--- config.mk ---
export PLATFORM = sky130hd
export DESIGN_NAME = flyby_dma4
export DESIGN_NICKNAME = d
export VERILOG_FILES = /design/src/rtl/flyby_dma_pkg.sv /design/src/rtl/dma_chan_regs.sv /design/src/rtl/dma_prio_arb.sv /design/src/rtl/dma_bus_seq.sv /design/src/rtl/flyby_dma4.sv
export SDC_FILE = /design/constraint.sdc
export NUM_CORES = 1
export LEC_CHECK = 0
export BUFFER_PORTS_ARGS = -buffer_cell sky130_fd_sc_hd__buf_2
export CORE_MARGIN = 2
export CORE_UTILIZATION = 58
export CTS_BUF_LIST = sky130_fd_sc_hd__clkbuf_4 sky130_fd_sc_hd__clkbuf_8
export DETAILED_ROUTE_END_ITERATION = 7
export GPL_ROUTABILITY_DRIVEN = 0
export HOLD_SLACK_MARGIN = 0.12
export PLACE_DENSITY = 0.79
export SLEW_MARGIN = 20
export SYNTH_ARGS = -nofsm -noshare
export SYNTH_HDL_FRONTEND = slang
export SYNTH_SLANG_ARGS = --single-unit
--- constraint.sdc ---
create_clock -name clk -period 2.1 [get_ports clk]
set_input_delay 0 -clock clk [delete_from_list [all_inputs] [get_ports clk]]
set_output_delay 0 -clock clk [all_outputs]
set_load 0.01 [all_outputs]
--- src/rtl/flyby_dma_pkg.sv ---
package flyby_dma_pkg;
  typedef enum logic [1:0] {
    ST_IDLE,
    ST_HOLD,
    ST_MOVE,
    ST_FREE
  } seq_state_e;

  localparam logic [1:0] REG_ADDR = 2'd0;
  localparam logic [1:0] REG_CNT  = 2'd1;
  localparam logic [1:0] REG_CTRL = 2'd2;
endpackage

--- src/rtl/dma_chan_regs.sv ---
module dma_chan_regs
  import flyby_dma_pkg::*;
#(
  parameter int AW = 16,
  parameter int CW = 16
) (
  input  logic          clk,
  input  logic          rst_n,
  input  logic          wr_en,
  input  logic [1:0]    wr_sel,
  input  logic          wr_hi,
  input  logic [7:0]    wr_data,
  input  logic          step,
  output logic [AW-1:0] cur_addr,
  output logic          cnt_zero,
  output logic          dir_m2d,
  output logic          masked
);
  logic [AW-1:0] addr_q, addr_wr;
  logic [CW-1:0] cnt_q, cnt_wr;
  logic          dir_q, mask_q;

  // byte merge for software writes
  always_comb begin
    addr_wr = addr_q;
    for (int i = 0; i < AW; i++) begin
      if ((i / 8) == int'(wr_hi)) addr_wr[i] = wr_data[i % 8];
    end
    cnt_wr = cnt_q;
    for (int i = 0; i < CW; i++) begin
      if ((i / 8) == int'(wr_hi)) cnt_wr[i] = wr_data[i % 8];
    end
  end

  always_ff @(posedge clk) begin
    if (!rst_n) begin
      addr_q <= '0;
      cnt_q  <= '0;
      dir_q  <= 1'b0;
      mask_q <= 1'b1;
    end else if (step) begin
      addr_q <= addr_q + 1'b1;
      cnt_q  <= cnt_q - 1'b1;
      if (cnt_q == '0) mask_q <= 1'b1;
    end else if (wr_en) begin
      unique case (wr_sel)
        REG_ADDR: addr_q <= addr_wr;
        REG_CNT:  cnt_q  <= cnt_wr;
        REG_CTRL: begin
          dir_q  <= wr_data[0];
          mask_q <= wr_data[1];
        end
        default: ;
      endcase
    end
  end

  assign cur_addr = addr_q;
  assign cnt_zero = (cnt_q == '0);
  assign dir_m2d  = dir_q;
  assign masked   = mask_q;

  // address advances by one per transfer
  p_addr_step_r7: assert property (@(posedge clk) disable iff (!rst_n)
    step |=> cur_addr == AW'($past(cur_addr) + 1'b1));

  // terminal transfer leaves the channel masked and count wrapped
  p_eop_mask_r8: assert property (@(posedge clk) disable iff (!rst_n)
    (step && cnt_zero) |=> (masked && !cnt_zero));
endmodule

--- src/rtl/dma_prio_arb.sv ---
module dma_prio_arb #(
  parameter int NCH = 4,
  localparam int CHW = (NCH > 1) ? $clog2(NCH) : 1
) (
  input  logic [NCH-1:0] req,
  output logic           hit,
  output logic [CHW-1:0] idx
);
  // lowest index wins: scan from the top so lower indices overwrite
  always_comb begin
    hit = 1'b0;
    idx = '0;
    for (int i = NCH - 1; i >= 0; i--) begin
      if (req[i]) begin
        hit = 1'b1;
        idx = CHW'(i);
      end
    end
  end
endmodule

--- src/rtl/dma_bus_seq.sv ---
module dma_bus_seq
  import flyby_dma_pkg::*;
#(
  parameter int CHW = 2
) (
  input  logic           clk,
  input  logic           rst_n,
  input  logic           any_req,
  input  logic           hlda,
  input  logic           win_hit,
  input  logic [CHW-1:0] win_idx,
  output logic           hrq,
  output logic           move,
  output logic [CHW-1:0] act_idx
);
  seq_state_e state_q;
  logic [CHW-1:0] act_q;

  always_ff @(posedge clk) begin
    if (!rst_n) begin
      state_q <= ST_IDLE;
      act_q   <= '0;
    end else begin
      unique case (state_q)
        ST_IDLE: if (any_req) state_q <= ST_HOLD;
        ST_HOLD: if (hlda) begin
          if (win_hit) begin
            state_q <= ST_MOVE;
            act_q   <= win_idx;
          end else begin
            state_q <= ST_FREE;
          end
        end
        ST_MOVE: state_q <= ST_FREE;
        ST_FREE: if (!hlda) state_q <= ST_IDLE;
        default: state_q <= ST_IDLE;
      endcase
    end
  end

  assign hrq     = (state_q == ST_HOLD) || (state_q == ST_MOVE);
  assign move    = (state_q == ST_MOVE);
  assign act_idx = act_q;

  // a transfer only follows an observed hold acknowledge
  p_move_after_hlda_r3: assert property (@(posedge clk) disable iff (!rst_n)
    move |-> $past(hlda));

  // bus released after each transfer
  p_release_r9: assert property (@(posedge clk) disable iff (!rst_n)
    move |=> !hrq);

  // no new request while the processor still holds acknowledge
  p_wait_hlda_r9: assert property (@(posedge clk) disable iff (!rst_n)
    (state_q == ST_FREE && hlda) |=> !hrq);
endmodule

--- src/rtl/flyby_dma4.sv ---
module flyby_dma4 #(
  parameter int NCH = 4,
  parameter int AW  = 16,
  parameter int CW  = 16,
  localparam int CHW = (NCH > 1) ? $clog2(NCH) : 1
) (
  input  logic           clk,
  input  logic           rst_n,
  input  logic           cfg_we,
  input  logic [CHW-1:0] cfg_chan,
  input  logic [1:0]     cfg_sel,
  input  logic           cfg_hi,
  input  logic [7:0]     cfg_data,
  input  logic [NCH-1:0] dreq,
  input  logic           hlda,
  output logic           hrq,
  output logic [NCH-1:0] dack_n,
  output logic [AW-1:0]  addr,
  output logic           memr_n,
  output logic           memw_n,
  output logic           ior_n,
  output logic           iow_n,
  output logic           eop_n
);
  logic [AW-1:0]  ch_addr [NCH];
  logic [NCH-1:0] ch_zero, ch_dir, ch_mask, eff_req;
  logic           win_hit, move;
  logic [CHW-1:0] win_idx, act_idx;
  logic           act_dir;

  for (genvar g = 0; g < NCH; g++) begin : g_chan
    dma_chan_regs #(.AW(AW), .CW(CW)) u_regs (
      .clk      (clk),
      .rst_n    (rst_n),
      .wr_en    (cfg_we && (cfg_chan == CHW'(g))),
      .wr_sel   (cfg_sel),
      .wr_hi    (cfg_hi),
      .wr_data  (cfg_data),
      .step     (move && (act_idx == CHW'(g))),
      .cur_addr (ch_addr[g]),
      .cnt_zero (ch_zero[g]),
      .dir_m2d  (ch_dir[g]),
      .masked   (ch_mask[g])
    );
  end

  assign eff_req = dreq & ~ch_mask;

  dma_prio_arb #(.NCH(NCH)) u_arb (
    .req (eff_req),
    .hit (win_hit),
    .idx (win_idx)
  );

  dma_bus_seq #(.CHW(CHW)) u_seq (
    .clk     (clk),
    .rst_n   (rst_n),
    .any_req (|eff_req),
    .hlda    (hlda),
    .win_hit (win_hit),
    .win_idx (win_idx),
    .hrq     (hrq),
    .move    (move),
    .act_idx (act_idx)
  );

  assign act_dir = ch_dir[act_idx];
  assign dack_n  = move ? ~(NCH'(1) << act_idx) : '1;
  assign addr    = move ? ch_addr[act_idx] : '0;
  assign ior_n   = !(move && !act_dir);
  assign memw_n  = !(move && !act_dir);
  assign memr_n  = !(move && act_dir);
  assign iow_n   = !(move && act_dir);
  assign eop_n   = !(move && ch_zero[act_idx]);

  // at most one acknowledge low
  p_one_ack_r6: assert property (@(posedge clk) disable iff (!rst_n)
    $onehot0(~dack_n));

  // an I/O read never pairs with a memory read
  p_strobe_pair_r5: assert property (@(posedge clk) disable iff (!rst_n)
    !ior_n |-> (memr_n && iow_n));

  // no lower-numbered request was pending when the grant was made
  p_prio_r4: assert property (@(posedge clk) disable iff (!rst_n)
    move |-> (($past(eff_req) & ((NCH'(1) << act_idx) - NCH'(1))) == '0));

  // end of process only inside a transfer cycle
  p_eop_in_move_r8: assert property (@(posedge clk) disable iff (!rst_n)
    !eop_n |-> (dack_n != '1));
endmodule

After elaboration in Yosys (flattened, before gate mapping)
Cells that the tools add are included.
{ "word_totals": {"regBits": 140, "input_bits": 21, "output_inout_bits": 26, "elab_cells": 207} }
{ "op_classes": {"addsub": 8, "magnitude_cmp": 2, "eq_ne": 22, "shifts": 1, "n_mux": 69, "bitwise_logic": 8, "n_reduce_logical": 71} }
{ "op_table": {"columns": ["op", "count"], "rows": [
  ["2-to-1 mux 16 bit", 21],
  ["AND reduction 3 bit", 26],
  ["adder 16 x 1 -> 16 bit, second input constant", 4],
  ["zero test 16 bit", 4],
  ["subtractor 16 x 1 -> 16 bit, second input constant", 4],
  ["nonzero test 2 bit", 20],
  ["2-to-1 mux 1 bit", 36],
  ["binary-select mux 16 bit (select 2 bit)", 1],
  ["equality test 2 bit, second input constant", 7],
  ["2-to-1 mux 2 bit", 7],
  ["!= test 2 bit, second input constant", 6],
  ["logical AND 1 bit", 11],
  ["!= test 2 x 1 -> 1 bit, second input constant", 5],
  ["equality test 2 x 1 -> 1 bit, second input constant", 4],
  ["zero test 2 bit", 4],
  ["NOT 4 bit", 2],
  ["one-hot mux 2 bit (4 select lines)", 1],
  ["AND 4 bit", 1],
  ["binary-select mux 1 bit (select 2 bit)", 2],
  ["zero test 1 bit", 4],
  ["2-to-1 mux 4 bit", 1],
  ["NOT 1 bit", 4],
  ["OR reduction 4 bit", 1],
  ["left shift 1 x 2 -> 4 bit, first input constant", 1],
  ["4 further kinds", 4]
]} }

Logic depth before layout (Yosys ltp)
{ "depth": {"word_depth": 9, "depth_mapped": 10, "ltp_nobuf": 8} }

Hierarchy
A second synthesis with hierarchy kept.
{ "unflattened": {"hier_cells": 1135, "hier_area_um2": 9414.0} }
{ "modules_own_cells": {"columns": ["module", "instances", "cells_each", "area_per_inst_um2", "seq_area_each_um2"], "rows": [
  ["dma_chan_regs (g_chan[1].u_regs ...)", 3, 249, 2048.2, 680.7],
  ["dma_chan_regs (g_chan[0].u_regs)", 1, 267, 2199.6, 680.7],
  ["flyby_dma4", 1, 87, 770.7, 0.0],
  ["dma_bus_seq", 1, 27, 264.0, 80.1],
  ["dma_prio_arb", 1, 7, 35.0, 0.0]
]} }

Worst setup path after synthesis
OpenSTA, ideal clock, no wires.
{ "synth_timing": {"path_type": "flip-flop to flip-flop", "from": "register u_seq.state_q[0]", "to": "register g_chan[1].u_regs.addr_q[12]", "setup_ps": 132, "arrival_time_ps": 2034, "required_time_ps": 1968, "slack_ps": -66, "stages_incl_launch_ff": 11, "n_path_buf": 3, "period_less_slack_ps": 2166, "cell_sequence": "dfxtp_1 -> inv_1 -> ha_1 -> and3b_1 -> clkbuf_1 -> inv_1 -> clkbuf_1 -> buf_1 -> nor2_1 -> a22oi_1 -> a21oi_1"} }
{ "synth_between": {"elab_chain_cells": 4, "word_cells_on_any_way": 7, "cone_classes": "eq/ne (1); mux (1); reduce/logical (5)"} }
{ "synth_rtl": {"columns": ["item", "line", "source"], "rows": [
  ["start, declared", "dma_bus_seq.sv:16", "seq_state_e state_q;"],
  ["start signal, assigned", "dma_bus_seq.sv:21", "state_q <= ST_IDLE;"],
  ["start signal, assigned", "dma_bus_seq.sv:25", "ST_IDLE: if (any_req) state_q <= ST_HOLD;"],
  ["start signal, assigned", "dma_bus_seq.sv:28", "state_q <= ST_MOVE;"],
  ["equality test 2 bit (*)", "dma_bus_seq.sv:42", "assign move = (state_q == ST_MOVE);"],
  ["logical AND 1 bit (*)", "flyby_dma4.sv:39", ".step (move && (act_idx == CHW'(g))),"],
  ["nonzero test 2 bit (no line)", null, null],
  ["AND reduction 3 bit (no line)", null, null],
  ["end signal, assigned", "dma_chan_regs.sv:42", "addr_q <= addr_q + 1'b1;"],
  ["end signal, assigned", "dma_chan_regs.sv:47", "REG_ADDR: addr_q <= addr_wr;"],
  ["end, declared", "dma_chan_regs.sv:19", "logic [AW-1:0] addr_q, addr_wr;"]
]} }
Mark *: on every way between the ends. The rest lies on a longest branch, timed or not.
A chain may end at the register's enable or synchronous reset.

Worst setup path in the final report
{ "layout_timing": {"from": "register g_chan[0].u_regs.cnt_q[8]", "to": "output port eop_n"} }
{ "layout_between": {"elab_chain_cells": 5} }
{ "layout_rtl": {"columns": ["item", "line", "source"], "rows": [
  ["start, declared", "dma_chan_regs.sv:20", "logic [CW-1:0] cnt_q, cnt_wr;"],
  ["start signal, assigned", "dma_chan_regs.sv:43", "cnt_q <= cnt_q - 1'b1;"],
  ["start signal, assigned", "dma_chan_regs.sv:48", "REG_CNT: cnt_q <= cnt_wr;"],
  ["zero test 16 bit", "dma_chan_regs.sv:59", "assign cnt_zero = (cnt_q == '0);"],
  ["binary-select mux 1 bit (select 2 bit)", "flyby_dma4.sv:74", "assign eop_n = !(move && ch_zero[act_idx]);"],
  ["2-to-1 mux 1 bit (not written as such)", "flyby_dma4.sv:74", null],
  ["logical AND 1 bit", "flyby_dma4.sv:74", null],
  ["zero test 1 bit", "flyby_dma4.sv:74", null],
  ["end, declared", "flyby_dma4.sv:23", "output logic eop_n"]
]} }
No other way between the ends. The select of a mux whose other input is x is not followed.

==> results.md <==
- CP Depth: 5
- Hold Violations, Final: 0
- Violated checks: negative setup slack
- Area share of fa/ha/maj cells after synthesis: 1.931%
- IO Count: 47
- RSZ-0062 raised after global routing: true
- Max VDD drop: 0.0005319 V
- Hold WC Path Type: in -> reg
- Commonest cells in the netlist: 140 x dfxtp_1, 106 x nor2_1, 101 x a21oi_1
- Family with the most delay on the worst path: simple AND/OR/NAND/NOR gates
- Measured slew at the worst slew-check pin: 0.6572 ns
- F_max: 434.7 MHz
- WP buf/inv: 1
- Clk buf depth: 2
- Pwr dens: 655.9 nW/µm²
- Die Y: 124.5 µm
- Via Count: 9191
- Routed WL: 27310 µm
- Clock Tree Root: clkbuf_8
- FF-to-FF Start: g_chan[0].u_regs.cnt_q[8]$_SDFFE_PN0P_
- Area contributors post-synth: dfxtp_1 33%, a21oi_1 6.0%, nor2_1 4.7%, mux4_2 4.5%, nand3_1 4.3%
- H-tree Lvls: 4
- Max incr delay on CP: 0.54 ns
- Die area: 15510 µm²
- Via density: 6.763
- Setup crit end kind: output port
- CP max FO: 2
- Cells after Synth: 1072
- Crit path top cell by count: or4_4
- Avg Cell Area, Syn: 7.860 µm²
- Global-route wire length before repair: 42750 µm
- Worst path arrival time: 2.30 ns
- Setup ws final: -0.2005 ns
- Crit path from: g_chan[0].u_regs.cnt_q[8]$_SDFFE_PN0P_
- Cell Area, Synth: 8426 µm²
- Reg clk slew, reported paths: 0.08 ns
- Synth cell types: 70
- Worst-path cell chain: or4_4 > or4_4 > nor4_4 > nor4_2 > buf_2
- Worst slack, placed: 0.02551 ns
- Final cell count without fillers: 1359
- Inserted Clock Buffers: 17
- Reg-to-Reg End: g_chan[0].u_regs.cnt_q[13]$_SDFFE_PN0P_
- Area growth syn-to-layout: 18.53%
- Critical Path End: eop_n
- Largest net degree at the start of global routing: 55
- Overflow after GRT: 0
- Port bufs: 46
- Max-slew violations: 0
- Core area: 14370 µm²
- WP data required: 2.10 ns
- Max_cap viols: 0
- Clock sink count: 140
- Post-synthesis compound-gate area fraction: 22.63%
- Clock skew: 0.01023 ns
- R2R cell count: 6
- Filler instances: 1164
- WS Path Type: reg -> out
- Nets@finish: 1196
- Sequential area share after synthesis: 33.26%
- Count leader, synth: dfxtp_1
- Initial DRC Count: 1097
- Die W: 124.5 µm
- Drt pass-1 iters: 6
- Cell Rows: 44
- GRT Overall Usage: 34.03%
- Post-Place Cells: 1302
- Simple-gate share of the synthesized area: 29.88%
- Worst path slowest cell: or4_4
- Worst hold slack: 0.1450 ns
- Initial core utilization: 58.64%
- R2r setup slk: 0.03 ns
- Multiplexer share of the synthesized area: 6.801%
- Vias in the first global route: 8350
- Outcome: finished, violations left
- Leak: 3.587 nW
- Yosys top cell by area: dfxtp_1
- Commonest register cell after synthesis: dfxtp_1
- Fin crit period: 2.301 ns
- Main combinational cell family by area after synthesis: simple AND/OR/NAND/NOR gates
- Final Setup Violations: 1
- Post-synth top area share: 33.26%
- Drc violations: 0
- Initial antenna violation count: 0
- Drt wl/cell: 20.10 µm
- Post-synthesis xor/xnor area fraction: 1.351%
- Post-synth ARST share: 0%
- CTS tree: yes
- Worst Hold Depth: 4
- Flip-flop and latch count after synthesis: 140
- Post-synth EDFFs: 0
- DP HPWL: 17940 µm
- Type of element launching the critical path: flop
- Layout cells sized above 1: 19.57%
- Normalized max-slew margin: 56.19%
- Yosys Warn Count: 0
- N_diodes: 0
- Final ANT Viol Nets: 0
- Final period util: 109.5%
- Clock Latency Late Sink: 0.46 ns
- Synth Net Count: 1106
[tightest hold or removal path, stage by stage]
cell and delay [ns]:
buf_2 0.09, nor2b_1 0.15, nor2_1 0.12, o221a_2 0.21
[layout by cell type (no fill, tap or decap), types with 9 or more instances in the layout]
| master | instances |
|---|---|
| nand4_1 | 27 |
| a21oi_1 | 101 |
| a31oi_1 | 28 |
| nand3_1 | 72 |
| clkbuf_8 | 20 |
| buf_4 | 73 |
| nor3_1 | 51 |
| dfxtp_1 | 132 |
| o21ai_0 | 52 |
| nand2_1 | 93 |
| and2_1 | 23 |
| a2bb2oi_1 | 13 |
| and3_1 | 14 |
| o211ai_1 | 14 |
| dlygate4sd3_1 | 15 |
| mux2i_1 | 10 |
| inv_1 | 15 |
| buf_2 | 46 |
| ha_1 | 11 |
| a211oi_1 | 22 |
| mux4_2 | 17 |
| o311ai_0 | 10 |
| nor2b_1 | 9 |
| nor2_1 | 103 |
| nor4_1 | 20 |
[per-layer routing]
layer  track usage [%]  routed length (µm)  share of wire, %  vias to the layer above
li1                  -                   -                 -                     4252
met3             6.787                2711               9.9                       99
met4             14.54                1046               3.8                        0
met1             46.20               11320                41                     4323
met2             52.94               12240                45                      517
met5                 0                   0                 0                        -
[power by group]
part | leakage [nW] | total [mW] | switching (mW) | internal [mW]
clock network | 0.235 | 2.64 | 1.12 | 1.52
registers | 1.13 | 2.81 | 0.0798 | 2.73
logic | 2.22 | 1.11 | 0.618 | 0.488
total | 3.59 | 6.55 | 1.82 | 4.73
[final cells by class]
| class | count | area [µm²] | share of cell area (%) |
|---|---|---|---|
| Inverter | 20 | 76.32 | 0.7642 |
| Clock buffer | 21 | 282.8 | 2.831 |
| Tap cell | 184 | 230.2 | 2.305 |
| Multi-Input combinational cell | 843 | 5383 | 53.90 |
| Sequential cell | 140 | 2813 | 28.16 |
| Timing Repair Buffer | 140 | 1013 | 10.15 |
| Clock inverter | 11 | 188.9 | 1.892 |
[what timing repair did]
action	CTS	global route
hold buffers	15	0
resized for setup	12	27
setup endpoints to repair	13	35
hold endpoints to repair	49	0
buffers inserted	5	7
pin swaps	6	13
[logic make-up (layout without fill, tap and decap cells)]
group	after synthesis	in the layout
flops	140	140
simple gates	483	483
mux	35	35
compound gates	299	299
xor+xnor	13	13
buf+inv	89	192
fa+ha+maj	13	13
[sequential cells by signal, summed over array words and instances (netlist names)]
name and cells:
g_chan.u_regs.cur_addr 64, g_chan.u_regs.cnt_q 64, g_chan.u_regs.masked 4, u_seq.state_q 2, u_seq.act_idx 2, g_chan.u_regs.dir_m2d 4
[per-stage QoR]
step	instance area [µm²]	TNS, ns	power, mW	utilization (%)
after floorplan	8431	0	3.481	-
after global placement	9159	0	3.760	63.74
after detailed placement	9159	0	3.773	63.74
after CTS	9866	-0.3103	6.438	68.66
after global routing	9987	-0.2697	6.735	69.51
final	9987	-0.2005	6.550	69.51
[worst min path at each step]
stage	from	to	slack, ns
after detailed placement	hlda	u_seq.state_q[0]$_SDFFE_PN0P_	0.43
after global placement	hlda	u_seq.state_q[0]$_SDFFE_PN0P_	0.42
after floorplan	cfg_data[3]	g_chan[0].u_regs.cnt_q[11]$_SDFFE_PN0P_	0.16
after global routing	cfg_chan[1]	g_chan[3].u_regs.cnt_q[0]$_SDFFE_PN0P_	0.20
final	dreq[0]	u_seq.act_idx[1]$_SDFFE_PN0P_	0.14
after CTS	dreq[0]	u_seq.act_idx[0]$_SDFFE_PN0P_	0.13
(Power assumes the default switching activity.)
